==> config.mk <==
export PLATFORM = sky130hd
export DESIGN_NAME = por_reset_seq
export DESIGN_NICKNAME = d
export VERILOG_FILES = /design/src/rtl/por_seq_pkg.sv /design/src/rtl/por_pulse_qual.sv /design/src/rtl/pll_prediv.sv /design/src/rtl/strap_hold.sv /design/src/rtl/por_reset_seq.sv
export SDC_FILE = /design/constraint.sdc
export NUM_CORES = 1
export LEC_CHECK = 0
export CAP_MARGIN = 10
export CORE_UTILIZATION = 25
export DETAILED_ROUTE_END_ITERATION = 10
export DONT_BUFFER_PORTS = 1
export GPL_ROUTABILITY_DRIVEN = 0
export GPL_TIMING_DRIVEN = 0
export PLACE_DENSITY_LB_ADDON = 0.25
export SLEW_MARGIN = 20
export SYNTH_ARGS = -nofsm -noshare
export SYNTH_HDL_FRONTEND = slang
export SYNTH_SLANG_ARGS = --single-unit
==> constraint.sdc <==
create_clock -name clk -period 3.55 [get_ports clk]
set_input_delay 0 -clock clk [delete_from_list [all_inputs] [get_ports clk]]
set_output_delay 0 -clock clk [all_outputs]
set_load 0.01 [all_outputs]
==> src/rtl/por_seq_pkg.sv <==
package por_seq_pkg;

  typedef enum logic [2:0] {
    PH_IDLE = 3'd0,
    PH_CFG  = 3'd1,
    PH_PLL  = 3'd2,
    PH_DLL  = 3'd3,
    PH_HREL = 3'd4,
    PH_SREL = 3'd5,
    PH_DONE = 3'd6
  } phase_e;

  // Number of steps a phase takes before it hands over.
  function automatic int unsigned phase_len(phase_e ph, int unsigned cfg_len,
                                            int unsigned pll_len, int unsigned dll_len,
                                            int unsigned hrel_len, int unsigned srel_len);
    case (ph)
      PH_CFG:  return cfg_len;
      PH_PLL:  return pll_len;
      PH_DLL:  return dll_len;
      PH_HREL: return hrel_len;
      PH_SREL: return srel_len;
      default: return 1;
    endcase
  endfunction

  // Successor phase; the DLL wait drops out when bypassed.
  function automatic phase_e phase_next(phase_e ph, logic skip_dll);
    case (ph)
      PH_CFG:  return PH_PLL;
      PH_PLL:  return skip_dll ? PH_HREL : PH_DLL;
      PH_DLL:  return PH_HREL;
      PH_HREL: return PH_SREL;
      PH_SREL: return PH_DONE;
      default: return ph;
    endcase
  endfunction

  function automatic logic is_bus_phase(phase_e ph);
    return (ph == PH_DLL) || (ph == PH_HREL) || (ph == PH_SREL);
  endfunction

endpackage

==> src/rtl/por_pulse_qual.sv <==
module por_pulse_qual #(
  parameter int unsigned MIN_LOW = 16
) (
  input  logic clk,
  input  logic por_n,
  output logic por_rise,
  output logic por_accept
);
  localparam int unsigned LEN_W = $clog2(MIN_LOW + 1);

  logic             por_q;
  logic [LEN_W-1:0] low_len;

  always_ff @(posedge clk) begin
    por_q <= por_n;
    if (!por_n) begin
      if (por_q)
        low_len <= LEN_W'(1);
      else if (low_len != LEN_W'(MIN_LOW))
        low_len <= low_len + LEN_W'(1);
    end
  end

  assign por_rise   = por_n && !por_q;
  assign por_accept = por_rise && (low_len >= LEN_W'(MIN_LOW));
endmodule

==> src/rtl/pll_prediv.sv <==
module pll_prediv #(
  parameter int unsigned DIV = 1
) (
  input  logic clk,
  input  logic en,
  output logic tick
);
  generate
    if (DIV <= 1) begin : g_bypass
      assign tick = en;
    end else begin : g_count
      localparam int unsigned DW = $clog2(DIV);
      logic [DW-1:0] div_q;
      always_ff @(posedge clk) begin
        if (!en || div_q == DW'(DIV - 1))
          div_q <= '0;
        else
          div_q <= div_q + DW'(1);
      end
      assign tick = en && (div_q == DW'(DIV - 1));
    end
  endgenerate
endmodule

==> src/rtl/strap_hold.sv <==
module strap_hold #(
  parameter int unsigned MODE_W = 3
) (
  input  logic              clk,
  input  logic              load,
  input  logic              cfg_sel,
  input  logic [MODE_W-1:0] modck,
  input  logic              dll_dis,
  output logic              cfg_master,
  output logic [MODE_W-1:0] modck_q,
  output logic              dll_off
);
  always_ff @(posedge clk) begin
    if (load) begin
      cfg_master <= cfg_sel;
      modck_q    <= modck;
      dll_off    <= dll_dis;
    end
  end
endmodule

==> src/rtl/por_reset_seq.sv <==
module por_reset_seq
  import por_seq_pkg::*;
#(
  parameter int unsigned MIN_POR_LOW = 16,
  parameter int unsigned CFG_CYC     = 1024,
  parameter int unsigned PLL_PREDIV  = 1,
  parameter int unsigned PLL_CYC     = 800,
  parameter int unsigned DLL_CYC     = 3073,
  parameter int unsigned HREL_CYC    = 512,
  parameter int unsigned SREL_CYC    = 3,
  parameter int unsigned MODE_W      = 3
) (
  input  logic              clk,
  input  logic              bus_ce,
  input  logic              por_n,
  input  logic              cfg_sel,
  input  logic [MODE_W-1:0] modck,
  input  logic              dll_dis,
  output logic              hreset_n,
  output logic              sreset_n,
  output logic              cfg_master,
  output logic [MODE_W-1:0] modck_q,
  output logic              dll_off,
  output logic              pll_locked,
  output logic              dll_locked,
  output logic [2:0]        phase
);
  localparam int unsigned MAX_A  = (CFG_CYC > PLL_CYC) ? CFG_CYC : PLL_CYC;
  localparam int unsigned MAX_B  = (DLL_CYC > HREL_CYC) ? DLL_CYC : HREL_CYC;
  localparam int unsigned MAX_AB = (MAX_A > MAX_B) ? MAX_A : MAX_B;
  localparam int unsigned MAXLEN = (MAX_AB > SREL_CYC) ? MAX_AB : SREL_CYC;
  localparam int unsigned CNT_W  = $clog2(MAXLEN + 1);

  phase_e           phase_q;
  logic [CNT_W-1:0] cnt_q;

  // Named internal events.
  logic por_rise, por_accept;
  logic pll_tick;
  logic step;
  logic phase_done;
  logic in_bus_phase;
  int unsigned cur_len;

  por_pulse_qual #(.MIN_LOW(MIN_POR_LOW)) u_qual (
    .clk       (clk),
    .por_n     (por_n),
    .por_rise  (por_rise),
    .por_accept(por_accept)
  );

  pll_prediv #(.DIV(PLL_PREDIV)) u_prediv (
    .clk (clk),
    .en  (phase_q == PH_PLL),
    .tick(pll_tick)
  );

  strap_hold #(.MODE_W(MODE_W)) u_straps (
    .clk       (clk),
    .load      (por_accept && phase_q == PH_IDLE),
    .cfg_sel   (cfg_sel),
    .modck     (modck),
    .dll_dis   (dll_dis),
    .cfg_master(cfg_master),
    .modck_q   (modck_q),
    .dll_off   (dll_off)
  );

  assign in_bus_phase = is_bus_phase(phase_q);
  assign cur_len      = phase_len(phase_q, CFG_CYC, PLL_CYC, DLL_CYC, HREL_CYC, SREL_CYC);

  always_comb begin
    case (phase_q)
      PH_CFG:                   step = 1'b1;
      PH_PLL:                   step = pll_tick;
      PH_DLL, PH_HREL, PH_SREL: step = bus_ce;
      default:                  step = 1'b0;
    endcase
  end

  assign phase_done = step && (cnt_q == CNT_W'(cur_len - 1));

  always_ff @(posedge clk) begin
    if (!por_n) begin
      phase_q <= PH_IDLE;
      cnt_q   <= '0;
    end else if (phase_q == PH_IDLE) begin
      cnt_q <= '0;
      if (por_accept) phase_q <= PH_CFG;
    end else if (phase_done) begin
      cnt_q   <= '0;
      phase_q <= phase_next(phase_q, dll_off);
    end else if (step) begin
      cnt_q <= cnt_q + CNT_W'(1);
    end
  end

  assign hreset_n   = por_n && (phase_q == PH_SREL || phase_q == PH_DONE);
  assign sreset_n   = por_n && (phase_q == PH_DONE);
  assign pll_locked = phase_q inside {PH_DLL, PH_HREL, PH_SREL, PH_DONE};
  assign dll_locked = phase_q inside {PH_HREL, PH_SREL, PH_DONE};
  assign phase      = phase_q;

  // a pulse that was too short leaves the block idle.
  a_r2_short_ignored: assert property (@(posedge clk) disable iff (!por_n)
    (por_rise && !por_accept && phase_q == PH_IDLE) |=> (phase_q == PH_IDLE));

  // latched straps hold still outside idle.
  a_r3_straps_stable: assert property (@(posedge clk) disable iff (!por_n)
    (phase_q != PH_IDLE) |=> $stable({cfg_master, modck_q, dll_off}));

  // a bypassed DLL sends the PLL wait straight to the hard hold.
  a_r6_dll_skip: assert property (@(posedge clk) disable iff (!por_n)
    (phase_q == PH_PLL && phase_done && dll_off) |=> (phase_q == PH_HREL));

  // hard reset only comes out of the hard-release hold.
  a_r7_hard_source: assert property (@(posedge clk) disable iff (!por_n)
    $rose(hreset_n) |-> ($past(phase_q) == PH_HREL));

  // soft reset never leads hard reset.
  a_r8_soft_after_hard: assert property (@(posedge clk) disable iff (!por_n)
    sreset_n |-> hreset_n);

  // bus-clock phases freeze while the enable is low.
  a_r9_bus_gate: assert property (@(posedge clk) disable iff (!por_n)
    (in_bus_phase && !bus_ce) |=> ($stable(cnt_q) && $stable(phase_q)));

endmodule

Yosys cells after proc, flatten, opt, wreduce, memory -nomap -nowiden
Index checks and enable logic that the tools add are counted.

$add $sub $neg: 3. $lt $le $gt $ge: 1. Equality and inequality tests: 9. Multiplexer cells: 8. Bitwise gates (word level): 1. Reductions and logical operators: 19.

Operators by type and width (number): case mux 12 bit (5 select lines) (1); case mux 3 bit (5 select lines) (1); adder 12 x 1 -> 12 bit, second input constant (1); == test 12 bit (1); 2-to-1 mux 3 bit (4); subtractor 12 x 1 -> 12 bit, second input constant (1); == test 3 bit, second input constant (3); == test 3 x 2 -> 1 bit, second input constant (2); logical AND 1 bit (6); nonzero test 6 bit (1); OR reduction 3 bit (2); adder 5 x 1 -> 5 bit, second input constant (1); >= comparator 5 bit, second input constant (1); 2-to-1 mux 5 bit (1); inequality test 5 bit, second input constant (1); nonzero test 2 bit (2); nonzero test 4 bit (1); == test 3 x 1 -> 1 bit, second input constant (1); zero test 3 bit (1); AND reduction 3 bit (1); nonzero test 3 bit (1); inequality test 2 bit, second input constant (1); case mux 1 bit (2 select lines) (1); AND reduction 2 bit (1); other kinds (4) (4).

Register bits: 26. Input bits: 8. Output and inout bits: 12. Word-level logic and storage cells: 48.

Depth between registers and ports, before layout
Word-level depth: 7. Mapped depth: 16.

By module
From an unflattened synthesis, not the netlist that was laid out.

Cell total of the unflattened synthesis: 179. Area total of the unflattened synthesis: 1629.1 µm².

By module, submodules not included: por_reset_seq (instances 1, cells each 147, area each 1158.6 µm², seq. area each 300.3 µm²); por_pulse_qual (instances 1, cells each 26, area each 312.8 µm², seq. area each 170.2 µm²); strap_hold (instances 1, cells each 5, area each 150.1 µm², seq. area each 150.1 µm²); pll_prediv (instances 1, cells each 1, area each 7.5 µm², seq. area each 0.0 µm²).

Worst setup path after synthesis
No wires, ideal clock.

Path kind: register to register. From: register phase_q[1], in the netlist phase[1]. To: register cnt_q[10]. Library setup time: 0.115 ns. Data arrival time: 3.249 ns. Setup slack: 0.186 ns. Cell stages (with the launch flop): 17. Buffers on the path: 4. Period minus slack after synthesis: 3.364 ns. Path through: dfxtp_1 -> buf_6 -> buf_4 -> inv_1 -> ha_1 -> buf_2 -> o21ai_0 -> ha_1 -> inv_1 -> ha_1 -> xnor2_1 -> o2111a_1 -> o2111ai_1 -> or2_1 -> o31ai_4 -> buf_6 -> nor2_2.

Cells in the longest elaborated chain, start to end: 6. Elaborated cells between the ends (all ways): 14. Classes of those cells: 1 x add/sub; 6 x eq/ne; 2 x mux; 5 x reduce/logical.

Ends and longest elaborated chain: from (decl) (line por_reset_seq.sv:34) `phase_e phase_q;`; from (signal assigned) (line por_reset_seq.sv:92) `phase_q <= phase_next(phase_q, dll_off);`; == test 3 bit, or another cell as far along (line por_seq_pkg.sv:17, por_reset_seq.sv:73); case mux 12 bit (5 select lines) (line por_seq_pkg.sv:17) `case (ph)`; subtractor 12 x 1 -> 12 bit (line por_reset_seq.sv:81) `assign phase_done = step && (cnt_q == CNT_W'(cur_len - 1));`; == test 12 bit (line por_reset_seq.sv:81); logical AND 1 bit (line por_reset_seq.sv:81); OR reduction 3 bit (no line); to (signal assigned) (line por_reset_seq.sv:94) `cnt_q <= cnt_q + CNT_W'(1);`; to (decl) (line por_reset_seq.sv:35) `logic [CNT_W-1:0] cnt_q;`.

Several ways; a longest one is shown, not always the timed one. A chain may end at the register's enable or synchronous reset.

Final worst setup path
Ends and elaborated chain as after synthesis.

==> flow_summary.toml <==
[outcome]
outcome = "complete, no violations"

[sta]
final.setup_skew_ps = 2.585
finalSetupViolCount = 0
worst_slack_ps = 189.3
hold_violations = 0
finalCritPeriodShare_pct = 94.67
whs_ps = 105.6
slew_headroom_pct = 51.92
rsz0062_at_grt = "false"
drv_slew = 0
worst_slew_pin_slew_ps = 715.7
finalCriticalPeriod_ps = 3361
fmax_ghz = 0.2976

[cts]
cts_buffer_depth = 2
root_buffer = "clkbuf_8"
clk_pin_slew_ps = 100
cts_buffers = 3
cts.sinks = 26
clk_latency_ps = 270
cts_tree = "built"
cts-htree-levels = 1

[power_and_ir_drop]
pwr-share-comb_pct = 19.7
power.leakage_nw = 0.6821
ir_worst_vdd_mv = 0.1211
intPower_mw = 0.5369
power.switching_mw = 0.1835
power_per_cell_area_nw_per_um2 = 353.0
power_frac_seq_pct = 45.5
p_clk_share_pct = 34.8
p_sw_share_pct = 25.47

[min_path]
hold_depth = 4
hp-class = "in -> reg"

[critical_path]
critPathRequiredTime_ps = 3730
reg2reg_depth = 15
critical_path.max_fanout = 19
arrival_ps = 3540
crit_type = "reg -> reg"
end_kind = "flop"
start_kind = "flop"

[layout]
nNetsFinal = 219
drive_gt1_share_pct = 18.81
syn2layout_area_growth_pct = 16.83
stdcell_count = 282
n_antenna_cell = 0

[route]
vias_per_cell = 4.738
first_pass_iters = 4
ant_nets = 0
wire_per_inst_um = 12.62
drc_errors = 0
vias = 1336
drt-total-wl_um = 3560
drt_iter0_drc = 39

[global_routing]
grt_pass1_wl_um = 6037
grt_use_total_pct = 10.38
grt_overflow_total = 0
grt_max_degree = 16
first_global_vias = 1265
antenna_found_initial = 0

[die]
dieArea_sq_um = 7325
core_area_sq_um = 6756
dieWidth_um = 85.59
rows = 30
initial_utilization_pct = 25.85
dieHeight_um = 85.59
io_pins = 20

[logic_synthesis]
syn_area_sq_um = 1747
synth_most_common_cell = "nor2_1"
syn_area_per_cell_sq_um = 9.242
syn_inst = 189
ys_ff_latch = 26
ys.flop_type = "dfxtp_1"
synth_edf_count = 10
synth_area_leader_cell = "dfxtp_1"
synth_commonest_cells = "nor2_1 (18), dfxtp_1 (16), nand2_1 (12), xnor2_1 (12)"
synth_cell_type_count = 52
ys_warn_count = 0
yosysSeqAreaShare_pct = 35.53
yosys-top-cells-area = "dfxtp_1 (18%), edfxtp_1 (17%), xnor2_1 (6.0%)"
async_reset_ff_share_pct = 0
synthesis.nets = 205
netlist.area_leader.share_pct = 18.34

[place]
place_ws_ps = -281.1
dp.cells = 269
portBuffers = 0
hpwl_um = 2640

[flow_run]
maxCapViolCount = 0
cell families (layout without fill, tap and decap cells):
logic type	count (synthesis)	after routing	share of synthesized area [%]
simple gates	78	78	25.29
compound gates	32	32	14.11
flops	26	26	35.53
xor+xnor	21	21	10.53
buf+inv	20	33	6.518
fa+ha+maj	8	8	5.731
mux	4	4	2.292
worst max-delay path, cell delays in order, from the launching register on:
cell       delay [ps]
dfxtp_4           400
buf_12            150
inv_1             100
ha_4              300
buf_4             170
o21ai_0           110
ha_2              200
buf_4             140
ha_1              190
or3_1             300
a32oi_1           170
o2111ai_1         150
or2_1             300
o31ai_4           360
buf_6             190
nor2_2             40
layout by cell type (no fill, tap or decap), types with 2 or more instances in the layout:
| cell type | n |
|---|---|
| buf_4 | 4 |
| nor4b_1 | 2 |
| nor2_1 | 18 |
| dfxtp_1 | 14 |
| nor2b_1 | 5 |
| nor3_1 | 5 |
| o21bai_1 | 3 |
| nand3_1 | 6 |
| ha_1 | 6 |
| buf_6 | 4 |
| nor2_2 | 10 |
| clkbuf_8 | 3 |
| mux2i_1 | 4 |
| inv_1 | 9 |
| or3_1 | 2 |
| o21ai_0 | 6 |
| edfxtp_1 | 10 |
| a21oi_1 | 7 |
| xor2_1 | 9 |
| dlygate4sd3_1 | 6 |
| nand2_1 | 12 |
| clkbuf_1 | 2 |
| nand4_1 | 3 |
| nand2b_1 | 4 |
| a31oi_1 | 2 |
| xnor2_1 | 12 |
routing by layer:
layer  part of all wire (%)  global-route usage [%]  vias to the layer above
met5                      0                       0                        -
met3                    1.9                   1.059                        4
met4                    1.7                   4.091                        0
met1                     49                   14.16                      638
li1                       -                       -                      679
met2                     47                   16.87                       15
repair_timing:
action	in CTS	in global routing
gates cloned	0	1
setup buffers	3	0
hold buffers	6	0
hold endpoints to repair	6	0
pin swaps	2	3
gates resized for setup	6	6
endpoints found under the setup margin	15	13
sequential cells by signal, indices dropped and copies added, names as in the netlist:
| register | count |
|---|---|
| u_straps.modck_q | 3 |
| u_qual.por_q | 1 |
| cnt_q | 12 |
| u_qual.low_len | 5 |
| u_straps.dll_off | 1 |
| u_straps.cfg_master | 1 |
| phase | 3 |
worst paths after layout:
| kind | startpoint | endpoint | slack (ps) |
|---|---|---|---|
| hold reg to reg | cnt_q[10] | cnt_q[10] | 530 |
| setup reg to reg | phase[1] | cnt_q[10] | 190 |
| setup / recovery | phase[1] | cnt_q[10] | 190 |
| hold / removal | bus_ce | cnt_q[0] | 110 |
power groups by stage:
stage | logic (mW) | registers, mW | clock network [mW]
floorplan | 0.105 | 0.334 | 0
global placement | 0.127 | 0.336 | 0
detailed placement | 0.126 | 0.336 | 0
CTS | 0.141 | 0.328 | 0.260
global route | 0.158 | 0.329 | 0.268
finish | 0.142 | 0.328 | 0.250
cell type report:
type,instances,area (sq um)
Multi-Input combinational cell,143,1032
Sequential cell,26,625.6
Inverter,10,37.54
Fill cell,698,4716
Clock inverter,1,30.03
Clock buffer,3,41.29
Buffer,9,80.08
Timing Repair Buffer,10,93.84
Tap cell,80,100.1
through the flow:
stage / total power, mW / utilization (%) / setup TNS (ps) / cell area (sq um)
detailed placement: 0.4621 / 27.33 / -3737 / 1847
finish: 0.7204 / 30.20 / 0 / 2041
global placement: 0.4628 / 27.33 / -4011 / 1847
CTS: 0.7289 / 30.00 / 0 / 2027
floorplan: 0.4386 / - / 0 / 1747
global route: 0.7546 / 30.20 / 0 / 2041
Note: power is estimated with default switching activity, not from simulation.
